$ cat src/rtl/lane_align_pkg.sv
package lane_align_pkg;

  typedef enum logic [2:0] {
    GS_IDLE   = 3'd0,
    GS_WAIT   = 3'd1,
    GS_MARGIN = 3'd2,
    GS_RUN    = 3'd3,
    GS_ERROR  = 3'd4
  } grp_state_e;

  // Index of the lane that leads the group a lane belongs to.
  function automatic int group_leader(input int lane, input int lanes_per_quad,
                                      input logic [1:0] qmode, input logic join_all);
    int base;
    base = (lane / lanes_per_quad) * lanes_per_quad;
    if (join_all) return 0;
    if (qmode[1]) return base;
    if (qmode[0]) return lane - (lane % 2);
    return lane;
  endfunction

  // True when every member lane is either disabled or ready.
  function automatic logic members_complete(input logic [31:0] member, input logic [31:0] en,
                                            input logic [31:0] rdy);
    return &(~member | ~en | rdy);
  endfunction

endpackage

$ cat src/rtl/lane_group_map.sv
module lane_group_map
  import lane_align_pkg::*;
#(
  parameter int NUM_LANES      = 8,
  parameter int LANES_PER_QUAD = 4,
  parameter int NUM_QUADS      = NUM_LANES / LANES_PER_QUAD
) (
  input  logic [2*NUM_QUADS-1:0] quad_mode,
  input  logic                   all_lanes,
  input  logic [NUM_LANES-1:0]   lane_en,
  input  logic [NUM_LANES-1:0]   lane_ready,
  input  logic [NUM_LANES-1:0]   lane_kick,
  output logic [NUM_LANES-1:0]   lane_sel [NUM_LANES],
  output logic [NUM_LANES-1:0]   slot_active,
  output logic [NUM_LANES-1:0]   slot_any_rdy,
  output logic [NUM_LANES-1:0]   slot_all_rdy,
  output logic [NUM_LANES-1:0]   slot_resync
);

  logic [NUM_LANES-1:0] member [NUM_LANES];

  // one-hot slot selection per lane
  for (genvar j = 0; j < NUM_LANES; j++) begin : g_lane
    localparam int QIDX = j / LANES_PER_QUAD;
    for (genvar i = 0; i < NUM_LANES; i++) begin : g_slot
      assign lane_sel[j][i] =
        (group_leader(j, LANES_PER_QUAD, quad_mode[2*QIDX +: 2], all_lanes) == i);
      assign member[i][j] = lane_sel[j][i];
    end
  end

  // per-slot group conditions
  for (genvar i = 0; i < NUM_LANES; i++) begin : g_cond
    logic [31:0] m32, e32, r32;
    assign m32 = 32'(member[i]);
    assign e32 = 32'(lane_en);
    assign r32 = 32'(lane_ready);
    assign slot_active[i]  = |(member[i] & lane_en);
    assign slot_any_rdy[i] = |(member[i] & lane_en & lane_ready);
    assign slot_all_rdy[i] = members_complete(m32, e32, r32);
    assign slot_resync[i]  = |(member[i] & lane_kick);
  end

endmodule

$ cat src/rtl/align_group_fsm.sv
module align_group_fsm
  import lane_align_pkg::*;
#(
  parameter int WINDOW   = 24,
  parameter int MARGIN_W = 4
) (
  input  logic                clk,
  input  logic                rst_n,
  input  logic                active,
  input  logic                any_rdy,
  input  logic                all_rdy,
  input  logic                resync,
  input  logic [MARGIN_W-1:0] margin_cfg,
  output logic                start,
  output logic                err,
  output logic                idle,
  output logic                in_margin
);

  localparam int WIN_W = $clog2(WINDOW + 1);
  localparam logic [WIN_W-1:0] WIN_LAST = WIN_W'(WINDOW - 1);

  grp_state_e          state;
  logic [WIN_W-1:0]    wcnt;
  logic [MARGIN_W-1:0] mcnt;
  logic                start_q;

  always_ff @(posedge clk or negedge rst_n) begin
    if (!rst_n) begin
      state   <= GS_IDLE;
      wcnt    <= '0;
      mcnt    <= '0;
      start_q <= 1'b0;
    end else begin
      start_q <= 1'b0;
      if (resync) begin
        state <= GS_IDLE;
        wcnt  <= '0;
        mcnt  <= '0;
      end else begin
        case (state)
          GS_IDLE: begin
            if (active && any_rdy) begin
              wcnt  <= '0;
              mcnt  <= '0;
              state <= all_rdy ? GS_MARGIN : GS_WAIT;
            end
          end
          GS_WAIT: begin
            if (!active)               state <= GS_IDLE;
            else if (all_rdy)          begin state <= GS_MARGIN; mcnt <= '0; end
            else if (wcnt == WIN_LAST) state <= GS_ERROR;
            else                       wcnt  <= wcnt + WIN_W'(1);
          end
          GS_MARGIN: begin
            if (mcnt == margin_cfg) begin
              state   <= GS_RUN;
              start_q <= 1'b1;
            end else begin
              mcnt <= mcnt + MARGIN_W'(1);
            end
          end
          default: ;
        endcase
      end
    end
  end

  assign start     = start_q;
  assign err       = (state == GS_ERROR);
  assign idle      = (state == GS_IDLE);
  assign in_margin = (state == GS_MARGIN);

endmodule

$ cat src/rtl/lane_align_ctrl.sv
module lane_align_ctrl #(
  parameter int NUM_LANES      = 8,
  parameter int LANES_PER_QUAD = 4,
  parameter int WINDOW         = 24,
  parameter int MARGIN_W       = 4,
  parameter int NUM_QUADS      = NUM_LANES / LANES_PER_QUAD
) (
  input  logic                   clk,
  input  logic                   rst_n,
  input  logic [NUM_LANES-1:0]   lane_en,
  input  logic [NUM_LANES-1:0]   lane_ready,
  input  logic [NUM_LANES-1:0]   resync_req,
  input  logic [2*NUM_QUADS-1:0] quad_mode,
  input  logic                   all_lanes,
  input  logic [MARGIN_W-1:0]    margin_cfg,
  output logic [NUM_LANES-1:0]   lane_start,
  output logic [NUM_LANES-1:0]   sync_err
);

  logic [NUM_LANES-1:0] en_q, en_rise, lane_kick;
  logic [NUM_LANES-1:0] lane_sel [NUM_LANES];
  logic [NUM_LANES-1:0] slot_active, slot_any_rdy, slot_all_rdy;
  logic [NUM_LANES-1:0] grp_resync, grp_start, grp_err, grp_idle, grp_margin;

  always_ff @(posedge clk or negedge rst_n) begin
    if (!rst_n) en_q <= '1;
    else        en_q <= lane_en;
  end

  assign en_rise   = lane_en & ~en_q;
  assign lane_kick = resync_req | en_rise;

  lane_group_map #(
    .NUM_LANES(NUM_LANES), .LANES_PER_QUAD(LANES_PER_QUAD), .NUM_QUADS(NUM_QUADS)
  ) u_map (
    .quad_mode   (quad_mode),
    .all_lanes   (all_lanes),
    .lane_en     (lane_en),
    .lane_ready  (lane_ready),
    .lane_kick   (lane_kick),
    .lane_sel    (lane_sel),
    .slot_active (slot_active),
    .slot_any_rdy(slot_any_rdy),
    .slot_all_rdy(slot_all_rdy),
    .slot_resync (grp_resync)
  );

  for (genvar i = 0; i < NUM_LANES; i++) begin : g_grp
    align_group_fsm #(.WINDOW(WINDOW), .MARGIN_W(MARGIN_W)) u_fsm (
      .clk       (clk),
      .rst_n     (rst_n),
      .active    (slot_active[i]),
      .any_rdy   (slot_any_rdy[i]),
      .all_rdy   (slot_all_rdy[i]),
      .resync    (grp_resync[i]),
      .margin_cfg(margin_cfg),
      .start     (grp_start[i]),
      .err       (grp_err[i]),
      .idle      (grp_idle[i]),
      .in_margin (grp_margin[i])
    );
  end

  for (genvar j = 0; j < NUM_LANES; j++) begin : g_out
    assign lane_start[j] = lane_en[j] & |(grp_start & lane_sel[j]);
    assign sync_err[j]   = lane_en[j] & |(grp_err & lane_sel[j]);
  end

endmodule

$ cat config.mk
export PLATFORM = sky130hd
export DESIGN_NAME = lane_align_ctrl
export DESIGN_NICKNAME = d
export VERILOG_FILES = /design/src/rtl/lane_align_pkg.sv /design/src/rtl/lane_group_map.sv /design/src/rtl/align_group_fsm.sv /design/src/rtl/lane_align_ctrl.sv
export SDC_FILE = /design/constraint.sdc
export NUM_CORES = 1
export LEC_CHECK = 0
export CAP_MARGIN = 30
export CELL_PAD_IN_SITES_DETAIL_PLACEMENT = 0
export CELL_PAD_IN_SITES_GLOBAL_PLACEMENT = 2
export CORE_MARGIN = 2
export CORE_UTILIZATION = 42
export DETAILED_ROUTE_END_ITERATION = 8
export MAX_ROUTING_LAYER = met4
export PLACE_DENSITY = 0.93
export SKIP_CTS_REPAIR_TIMING = 1
export SLEW_MARGIN = 20
export SYNTH_ARGS = -nofsm -noshare
export SYNTH_HDL_FRONTEND = slang
export SYNTH_HIERARCHICAL = 1
export SYNTH_SLANG_ARGS = --single-unit
$ cat constraint.sdc
create_clock -name clk -period 5.3 [get_ports clk]
set_clock_uncertainty 0.15 [all_clocks]
set_input_delay 1.06 -clock clk [delete_from_list [all_inputs] [get_ports clk]]
set_output_delay 1.06 -clock clk [all_outputs]
set_load 0.1 [all_outputs]
==> flow_metrics.tcl <==
set metrics [dict create \
    startpoint_type "input pin" \
    cts_inserted_buffers 9 \
    avgRoutedWirePerCell_um 17.7 \
    route.detailed.vias_per_inst 5.85 \
    post-route-period-util 0.830 \
    diodes 0 \
    status "finished, final reports clean" \
    place_congestion 0.838 \
    hold_path_class "reg2reg" \
    fin_tns_setup_ns 0 \
    clk_pin_slew_worst_paths_ns 0.07 \
    detail_route.first_pass.iterations 5 \
    rsz0062_at_grt "no" \
    postLayoutSetupSlackWorst_ns 0.903 \
    placedInstanceArea_um2 9380 \
    cell_with_the_biggest_individual_delay_on_the_critical_path "nor3_1" \
    tritoncts_clock_tree "done" \
    grt_ovf 0 \
    cap_violations 0 \
    critPathCaptureType "output port" \
    placed_cells_incl_taps 1245 \
    vias_in_the_first_global_route 6953 \
    grt.total_usage 0.206 \
    avgSynthCellArea_um2 9.42 \
    post_layout_nonfiller_instances 1261 \
    cts_max_path_buffers 2 \
    vdd_drop_max_mv 0.184 \
    dpl.hpwl_mm 16.4 \
    synth.cell_area_um2 9160 \
    placement.setup.worst_slack_ns 0.927 \
    cp.required_ns 4.09 \
    critPathArrivalTime_ns 3.19 \
    holdWs_ns 0.321 \
    insertion_delay_to_the_later_sink_of_the_worst_skew_pair_ns 0.36 \
    fin_area_um2 9710 \
    final.fill_count 2124 \
    path_cells "clkdlybuf4s50_1 > buf_4 > nor3_1 > a22oi_1 > a41oi_1 > buf_12" \
    clock_sink_count 112 \
    critical_path.n_buffers_inverters 3 \
    slew_violations 0 \
    grt_max_degree 46 \
    p_leak_nw 3.87 \
    reg2reg_slack_ns 2.29 \
    ioPinCount 51 \
    critical_path_class "in2out" \
    num_vias 7374 \
    hold_viol 0 \
    cts_htree_levels 3 \
    std_cell_rows 54 \
    start_util 0.424 \
    route.detailed.drc 0 \
    die_w_um 152 \
    grt_first_pass_wirelength_mm 36.5 \
    floorplan.die_area_um2 23000 \
    die_y_um 152 \
    total_routed_length_mm 22.3 \
    area_delta_synth_final_pct 5.95 \
    ys_warn_count 6 \
    top_cell_family_by_delay_on_the_critical_path "buffers and inverters" \
    final_nets 1027 \
    fmax_mhz 227 \
    max-slew-margin-rel 0.438 \
    buffer_cell_driving_the_clock_tree_root "clkbuf_16" \
    cp_slowest_stage_delay_ns 0.62 \
    port_buffers 50 \
    tightest_slew_ns 0.840 \
    detailedRoute.firstIterationViolations 591 \
    grt_antenna_before_repair 0 \
    drtAntennaViolNets 0 \
    syn-instance-count 973 \
    design.core.area_um2 21600 \
    finalCriticalPeriod_ns 4.40 \
    cellPowerDensity_nw_per_um2 373 \
    setup_violations 0 \
    timing.critical_path.fanout_max 21 \
    final_layout_size_suffix_gt1_frac 0.191 \
]
-- worst paths after layout --
| kind | from | to | cells past startpoint |
|---|---|---|---|
| min reg2reg | g_grp[0].u_fsm/wcnt[4]$_DFFE_PN0P_ | g_grp[0].u_fsm/wcnt[4]$_DFFE_PN0P_ | 1 |
| min | g_grp[0].u_fsm/wcnt[4]$_DFFE_PN0P_ | g_grp[0].u_fsm/wcnt[4]$_DFFE_PN0P_ | 1 |
| max | all_lanes | sync_err[7] | 6 |
| max in group asynchronous | rst_n | g_grp[0].u_fsm/wcnt[0]$_DFFE_PN0P_ | 2 |
| max reg2reg | en_q[5]$_DFF_PN1_ | g_grp[0].u_fsm/state[0]$_DFFE_PN0P_ | 9 |
| min in group asynchronous | rst_n | g_grp[7].u_fsm/wcnt[3]$_DFFE_PN0P_ | 1 |
-- routing by layer --
layer,vias to the layer above,wire length [um],GRT usage,share of wire
li1,3597,-,-,-
met1,3624,11100,0.293,0.50
met2,136,9910,0.309,0.45
met3,17,931,0.0287,0.042
met4,0,329,0.0542,0.015
met5,-,0,-,0
-- layout make-up --
class / count / area (um2) / share of cell area
Multi-Input combinational cell: 759 / 5420 / 0.558
Tap cell: 280 / 350 / 0.0361
Clock buffer: 13 / 280 / 0.0289
Inverter: 27 / 101 / 0.0104
Timing Repair Buffer: 67 / 696 / 0.0716
Clock inverter: 3 / 47.5 / 0.00490
Sequential cell: 112 / 2810 / 0.290
-- cells in the final DEF, fill, tap and decap left out, types with 9 or more instances in the layout --
| cell type | n |
|---|---|
| a211o_2 | 14 |
| a21oi_1 | 38 |
| a22o_1 | 10 |
| a22oi_1 | 66 |
| a41oi_1 | 23 |
| and2_1 | 17 |
| buf_4 | 22 |
| clkbuf_16 | 9 |
| clkdlybuf4s50_1 | 33 |
| conb_1 | 45 |
| dfrtp_1 | 104 |
| ha_1 | 16 |
| inv_1 | 25 |
| nand2_1 | 68 |
| nand3_1 | 18 |
| nand4_1 | 14 |
| nand4b_1 | 9 |
| nor2_1 | 47 |
| nor2b_1 | 11 |
| nor3_1 | 15 |
| o21ai_0 | 78 |
| o31ai_1 | 28 |
| or2b_2 | 21 |
| or4b_4 | 14 |
| xnor2_1 | 17 |
| xnor2_2 | 14 |
| xor2_1 | 11 |
-- report_power, final --
group / internal [mW] / switching [mW] / leakage, nW / total [mW]
Clock: 0.421 / 0.330 / 0.162 / 0.751
Combinational: 0.684 / 0.885 / 2.25 / 1.57
Sequential: 1.01 / 0.290 / 1.46 / 1.30
Total: 2.12 / 1.50 / 3.87 / 3.62
-- sequential cells by signal (all words and copies together) (netlist names) --
register / count
en_q: 8
g_grp.u_fsm/wcnt: 40
g_grp.u_fsm/state: 24
g_grp.u_fsm/mcnt: 32
g_grp.u_fsm/start: 8
-- stage by stage --
step	total power, mW	utilization
CTS	3.64	0.449
detailed placement	2.87	0.434
floorplan	2.67	-
global placement	2.86	0.432
finish	3.62	0.449
global route	3.89	0.449
Power figures use the tool's default switching activity.
